$ cat src/rtl/seg_corr_pkg.sv
package seg_corr_pkg;
  localparam int DEF_RAW_W  = 10;
  localparam int DEF_SEG_W  = 4;
  localparam int DEF_STEP_W = 16;
  localparam int DEF_FRAC_W = 12;

  // Width of signed segment weight 2*seg-(2^SEG_W-1)
  function automatic int weight_width(input int seg_w);
    return seg_w + 2;
  endfunction

  // Width needed for the corrected code
  function automatic int out_width(input int raw_w, input int seg_w,
                                   input int step_w, input int frac_w);
    int a;
    int b;
    a = raw_w + 1 + frac_w;
    b = step_w + seg_w + 2;
    return ((a > b) ? a : b) + 1;
  endfunction
endpackage

$ cat src/rtl/seg_step_hold.sv
module seg_step_hold #(
  parameter int STEP_W = 16
) (
  input  logic                     clk,
  input  logic                     rst,
  input  logic                     load,
  input  logic signed [STEP_W-1:0] step_in,
  output logic signed [STEP_W-1:0] step_q
);
  always_ff @(posedge clk) begin
    if (rst)       step_q <= '0;
    else if (load) step_q <= step_in;
  end
endmodule

$ cat src/rtl/seg_weight.sv
module seg_weight #(
  parameter int SEG_W = 4,
  parameter int WGT_W = SEG_W + 2
) (
  input  logic [SEG_W-1:0]        seg,
  output logic signed [WGT_W-1:0] wgt
);
  localparam int SEG_TOP = (1 << SEG_W) - 1;

  function automatic logic signed [WGT_W-1:0] seg_to_weight(input logic [SEG_W-1:0] s);
    logic [WGT_W-1:0] twice;
    twice = {1'b0, s, 1'b0};
    return $signed(twice - WGT_W'(SEG_TOP));
  endfunction

  assign wgt = seg_to_weight(seg);
endmodule

$ cat src/rtl/seg_offset_sum.sv
module seg_offset_sum #(
  parameter int RAW_W  = 10,
  parameter int STEP_W = 16,
  parameter int FRAC_W = 12,
  parameter int WGT_W  = 6,
  parameter int OUT_W  = 24
) (
  input  logic [RAW_W-1:0]         raw,
  input  logic signed [STEP_W-1:0] step,
  input  logic signed [WGT_W-1:0]  wgt,
  output logic signed [OUT_W-1:0]  sum
);
  localparam int CEN_W  = RAW_W + 1;
  localparam int PROD_W = STEP_W + WGT_W;
  localparam logic [CEN_W-1:0] MID = CEN_W'(1 << (RAW_W - 1));

  function automatic logic signed [OUT_W-1:0] centre_scaled(input logic [RAW_W-1:0] r);
    logic [CEN_W-1:0] c;
    logic [CEN_W+FRAC_W-1:0] sh;
    c  = {1'b0, r} - MID;
    sh = {c, {FRAC_W{1'b0}}};
    return $signed({{(OUT_W-CEN_W-FRAC_W){sh[CEN_W+FRAC_W-1]}}, sh});
  endfunction

  function automatic logic signed [OUT_W-1:0] scaled_step(input logic signed [STEP_W-1:0] s,
                                                          input logic signed [WGT_W-1:0] w);
    logic signed [PROD_W-1:0] se;
    logic signed [PROD_W-1:0] we;
    logic signed [PROD_W-1:0] p;
    se = $signed({{(PROD_W-STEP_W){s[STEP_W-1]}}, s});
    we = $signed({{(PROD_W-WGT_W){w[WGT_W-1]}}, w});
    p  = se * we;
    return $signed({{(OUT_W-PROD_W){p[PROD_W-1]}}, p});
  endfunction

  logic signed [OUT_W-1:0] base_w;
  logic signed [OUT_W-1:0] offs_w;

  assign base_w = centre_scaled(raw);
  assign offs_w = scaled_step(step, wgt);
  assign sum    = base_w + offs_w;
endmodule

$ cat src/rtl/seg_step_corrector.sv
module seg_step_corrector
  import seg_corr_pkg::*;
#(
  parameter int RAW_W  = DEF_RAW_W,
  parameter int SEG_W  = DEF_SEG_W,
  parameter int STEP_W = DEF_STEP_W,
  parameter int FRAC_W = DEF_FRAC_W,
  parameter int WGT_W  = weight_width(SEG_W),
  parameter int OUT_W  = out_width(RAW_W, SEG_W, STEP_W, FRAC_W)
) (
  input  logic                    clk,
  input  logic                    rst,
  input  logic                    smp_valid,
  input  logic [RAW_W-1:0]        raw_code,
  input  logic [SEG_W-1:0]        seg_code,
  input  logic [STEP_W-1:0]       step_new,
  input  logic                    step_load,
  output logic                    corr_valid,
  output logic [OUT_W-1:0]        corr_code
);
  logic signed [STEP_W-1:0] step_cur;
  logic signed [WGT_W-1:0]  seg_wgt;
  logic signed [OUT_W-1:0]  sum_w;

  seg_step_hold #(.STEP_W(STEP_W)) hold_i (
    .clk    (clk),
    .rst    (rst),
    .load   (step_load),
    .step_in($signed(step_new)),
    .step_q (step_cur)
  );

  seg_weight #(.SEG_W(SEG_W), .WGT_W(WGT_W)) wgt_i (
    .seg(seg_code),
    .wgt(seg_wgt)
  );

  seg_offset_sum #(
    .RAW_W (RAW_W),
    .STEP_W(STEP_W),
    .FRAC_W(FRAC_W),
    .WGT_W (WGT_W),
    .OUT_W (OUT_W)
  ) sum_i (
    .raw (raw_code),
    .step(step_cur),
    .wgt (seg_wgt),
    .sum (sum_w)
  );

  always_ff @(posedge clk) begin
    if (rst) begin
      corr_valid <= 1'b0;
      corr_code  <= '0;
    end else begin
      corr_valid <= smp_valid;
      if (smp_valid) corr_code <= sum_w;
    end
  end
endmodule

$ cat config.mk
export PLATFORM = sky130hd
export DESIGN_NAME = seg_step_corrector
export DESIGN_NICKNAME = d
export VERILOG_FILES = /design/src/rtl/seg_corr_pkg.sv /design/src/rtl/seg_step_hold.sv /design/src/rtl/seg_weight.sv /design/src/rtl/seg_offset_sum.sv /design/src/rtl/seg_step_corrector.sv
export SDC_FILE = /design/constraint.sdc
export NUM_CORES = 1
export LEC_CHECK = 0
export BUFFER_PORTS_ARGS = -buffer_cell sky130_fd_sc_hd__buf_2
export CAP_MARGIN = 20
export CORE_MARGIN = 5
export CORE_UTILIZATION = 33
export DETAILED_ROUTE_END_ITERATION = 12
export PLACE_DENSITY = 0.58
export SLEW_MARGIN = 0
export SYNTH_ARGS = -nofsm -noshare
export SYNTH_HDL_FRONTEND = slang
export SYNTH_HIERARCHICAL = 1
export SYNTH_SLANG_ARGS = --single-unit
$ cat constraint.sdc
create_clock -name clk -period 8.8 [get_ports clk]
set_input_delay 0.44 -clock clk [delete_from_list [all_inputs] [get_ports clk]]
set_output_delay 0.44 -clock clk [all_outputs]
set_load 0.01 [all_outputs]
; Word-level counts from Yosys, hierarchy flattened
; Cells that the tools add are included.
[word_totals]
wordCells = 7
n_memories = 0
romBits = 0
out_inout_bits = 25
latchBits = 0
mem_bits_rw = 0
ff_bits = 41
[classes]
shifts = 0
mul = 1
div = 0
n_mux = 0
bitwise = 0
n_reduce_logical = 0
magnitude_cmp = 0
addsub = 3
n_eq_ne = 0
[ops]
columns = operator, count
row1 = $add 23x22->24, 1
row2 = $mul 16x6->22, 1
row3 = $sub 10x10->11 const B, 1
row4 = $sub 5x4->6 const B, 1

; Depth between registers and ports, before layout
[logic_depth]
word_depth = 3
depth_mapped = 19

; By module
; Netlist, hierarchy kept.
[by_module_without_submodules]
columns = mod, cells_per_inst, area_each_um2, instances
row1 = seg_offset_sum, 408, 3676.0, 1
row2 = seg_step_corrector, 80, 902.1, 1
row3 = seg_step_hold, 52, 580.6, 1
row4 = seg_weight, 7, 45.0, 1

; Worst setup path before layout
; OpenSTA, ideal clock, no wires.
[synth_timing]
path_type = input port to flip-flop
start = in seg_code[3]
end = reg corr_code[19]
path_buffers = 2
required_ns = 8.672
stages = 18
setup_slack_ns = 3.994
arrival_time_ns = 4.679
path_cell_list = inv_1 > buf_4 > clkbuf_1 > nor2b_1 > fa_1 > fa_1 > fa_1 > inv_1 > fa_1 > inv_1 > ha_1 > nand2_1 > o21ai_0 > a31oi_4 > o2111a_1 > a311o_1 > mux2i_1 > nor2_1
[synth_between]
elab_chain_cells = 3
[synth_lines]
columns = element, line
row1 = start: declaration, seg_step_corrector.sv:15  ; input logic [SEG_W-1:0] seg_code,
row2 = $sub 5x4->6, seg_weight.sv:13  ; return $signed(twice - WGT_W'(SEG_TOP));
row3 = named net seg_wgt[5], seg_step_corrector.sv:22  ; logic signed [WGT_W-1:0] seg_wgt;
row4 = $mul 16x6->22, seg_offset_sum.sv:32  ; p = se * we;
row5 = $add 23x22->24, seg_offset_sum.sv:41  ; assign sum = base_w + offs_w;
row6 = named net sum_w[19], seg_step_corrector.sv:23  ; logic signed [OUT_W-1:0] sum_w;
row7 = end signal: assignment, seg_step_corrector.sv:57  ; if (smp_valid) corr_code <= sum_w;
row8 = end: declaration, seg_step_corrector.sv:19  ; output logic [OUT_W-1:0] corr_code
; The timed path passes the listed nets, and every way through them passes these cells.
; A chain may end at the register's enable or synchronous reset.

; Final worst setup path
[layout_timing]
start = in seg_code[3]
end = reg corr_code[18]
; Same word-level chain as after synthesis.

==> metrics <==
core area 15660 µm²; Layout area overhead 9.786%; Die Width 135.6 µm; Peak Freq 191.6 MHz; Crit. End Element flop; pre-CTS setup slack 3313 ps; clk sinks 41; Rows 46; # setup viols final 0; ys async rst share 0%; status finished, final reports clean; routability-driven placement congestion ratio 0.8471; area of the multi-input gates 3923 µm²; fin crit period 5220 ps; post-DR wirelength/cell 13.64 µm; DP HPWL 9067 µm; Worst Path Required 8960 ps; die height 135.6 µm; Setup Skew 9.577 ps; Syn Inst Count 547; antenna violations before repair 0; H-tree depth 2; Via Count 3757; Skew-Pair Late Insertion Delay 290 ps; number of flops mapped to enable cells by yosys 0; critical-path cell list buf_2, inv_1, nand2b_1, fa_1, fa_1, inv_1, fa_1, fa_1, fa_1, a211oi_1, o211ai_1, a21oi_2, nor2_1, xor2_1, mux2i_1, nor2_1; leakage power 2.782 nW; PostCTS Resize Cnt 0; CP startpoint kind input pin; CTS root buf clkbuf_16; fin crit share 59.32%; Sequential cell area 820.8 µm²; CTS tree yes; Seq/Total Area, Yosys 15.77%; Pre-Repair DR Iteration Count 4; deepest clock path buffer count 2; 1st-iter DRT viols 138; most frequent cells in the layout fa_1, inv_1, and2_1, buf_2, nor2_1; gr usage total 12.30%; Peak VDD IR 0.0001251 V; antenna-violating nets left 0; final worst slack 3580 ps; clock-pin slew on the worst setup and hold paths 70 ps; number of port buffers 58; largest net degree at the start of global routing 42; share of layout cells above drive strength 1 12.78%; Distinct cells, synth 50; IO Count 59; Worst EP arrival 5380 ps; drt via density 4.679; PwrDens 210.8 nW/µm²; Detailed Route WL 10950 µm; # nets final 734; Layout fillers 1645; Mapped Avg Cell Area 9.513 µm²; hold-fix buffer count after cts 0; Slew HR 45.58%; net count after synthesis 695; Slew @ Worst Pin 815.4 ps; CP Max Fanout 34; Final Hold Vio Count 0; flops & latches, synth 41; critical setup path kind input pin to flop; synthesized cell area 5204 µm²; Setup TNS 0 ps; Primary FF master, synth dfxtp_1; CP peak stage delay 590 ps; antenna diode count 0; CP max-delay cell inv_1; vias in the first global route 3900; Hold Path Class input pin to flop; Slew Limit Fails 0; max_cap viols 0; Initial Util 33.24%; commonest non-fill, non-tap cell in the layout fa_1; yosys warns 6; # Post-CTS Setup Buffers 0; Residual DRC 0; die area 18380 µm²; global route overflow 0; most frequent CP cell fa_1; first-pass GRT wire length 18590 µm; RSZ-0062 raised after global routing no; CTS buffer count 5
## where the power goes
part,internal (W),switching [W]
Combinational,0.000330,0.000442
Sequential,0.000221,0.0000246
Clock,0.000107,0.0000794
Total,0.000658,0.000546
## registers in the layout (all words and copies together), names as in the netlist
register	flops
corr_code	24
corr_valid	1
hold_i/step_q	16
## metrics by stage
step                std cells  hold slack, ps  total power [W]  util [%]  area (µm²)
global placement          795           467.5         0.001011     35.53        5563
CTS                       803           381.3         0.001225     36.49        5713
floorplan                 547           523.5        0.0008652         -        5204
global route              803           390.6         0.001322     36.49        5713
finish                    803           384.8         0.001205     36.49        5713
detailed placement        795           477.9         0.001031     35.53        5563
## worst max-delay path: cells and delay by family
family	cells	cell delay, ps
AO/OA/AOI/OAI	3	920
buffers and inverters	3	750
adder cells (fa/ha/maj)	5	2630
multiplexers	1	150
AND/OR/NAND/NOR	3	340
XOR/XNOR	1	150
## synth_stat cells (2+ instances only)
master / n / area (µm²)
clkbuf_1: 8 / 30.03
nor2b_1: 14 / 87.58
buf_4: 5 / 37.54
a211oi_1: 4 / 30.03
nor3_1: 2 / 10.01
nand3_1: 5 / 25.02
fa_1: 80 / 1602
nand4_1: 3 / 18.77
dfxtp_1: 41 / 820.8
and2_1: 62 / 387.9
buf_12: 3 / 60.06
nor2_1: 54 / 202.7
o21a_1: 2 / 15.01
xor2_1: 6 / 52.55
buf_6: 4 / 45.04
a21oi_1: 19 / 95.09
o21ai_0: 9 / 45.04
buf_2: 4 / 20.02
or4_1: 2 / 15.01
a21o_1: 3 / 22.52
o21bai_1: 3 / 22.52
nand2_1: 28 / 105.1
o211ai_1: 5 / 37.54
mux2i_1: 42 / 420.4
ha_1: 34 / 425.4
nand2b_1: 3 / 18.77
inv_1: 69 / 259.0
xnor2_1: 11 / 96.34
## kinds of logic (layout without fill, tap and decap cells)
logic type | after synthesis | in the layout | share of synthesized area, %
simple gates | 178 | 178 | 17.38
fa+ha+maj | 114 | 114 | 38.95
buf+inv | 95 | 135 | 8.848
compound gates | 58 | 58 | 7.814
mux | 43 | 43 | 8.295
flops | 41 | 41 | 15.77
xor+xnor | 17 | 17 | 2.861
other cells | 1 | 1 | 0.07206
## per-layer routing
metal  wire [µm]  vias to the layer above  GRT usage, %
li1            -                     1816             -
met3         347                        8         1.783
met4         114                        0         2.744
met2        5701                       53         21.76
met1        4786                     1880         15.92
met5           0                        -             0
## final cells by class
cell class                      count  area share (%)
Multi-Input combinational cell    411           68.66
Inverter                           69           4.534
Clock buffer                        5           2.190
Tap cell                          216           4.731
Clock inverter                      3          0.4380
Timing Repair Buffer               58           5.081
Sequential cell                    41           14.37
## worst paths after layout
path,start,endpoint,slack (ps),depth (start not counted)
min,step_new[11],hold_i/step_q[11],380,3
max reg2reg,hold_i/step_q[15],corr_code[23],3940,16
min reg2reg,corr_code[2],corr_code[2],490,2
max,seg_code[3],corr_code[18],3580,16
(Power assumes the default switching activity.)
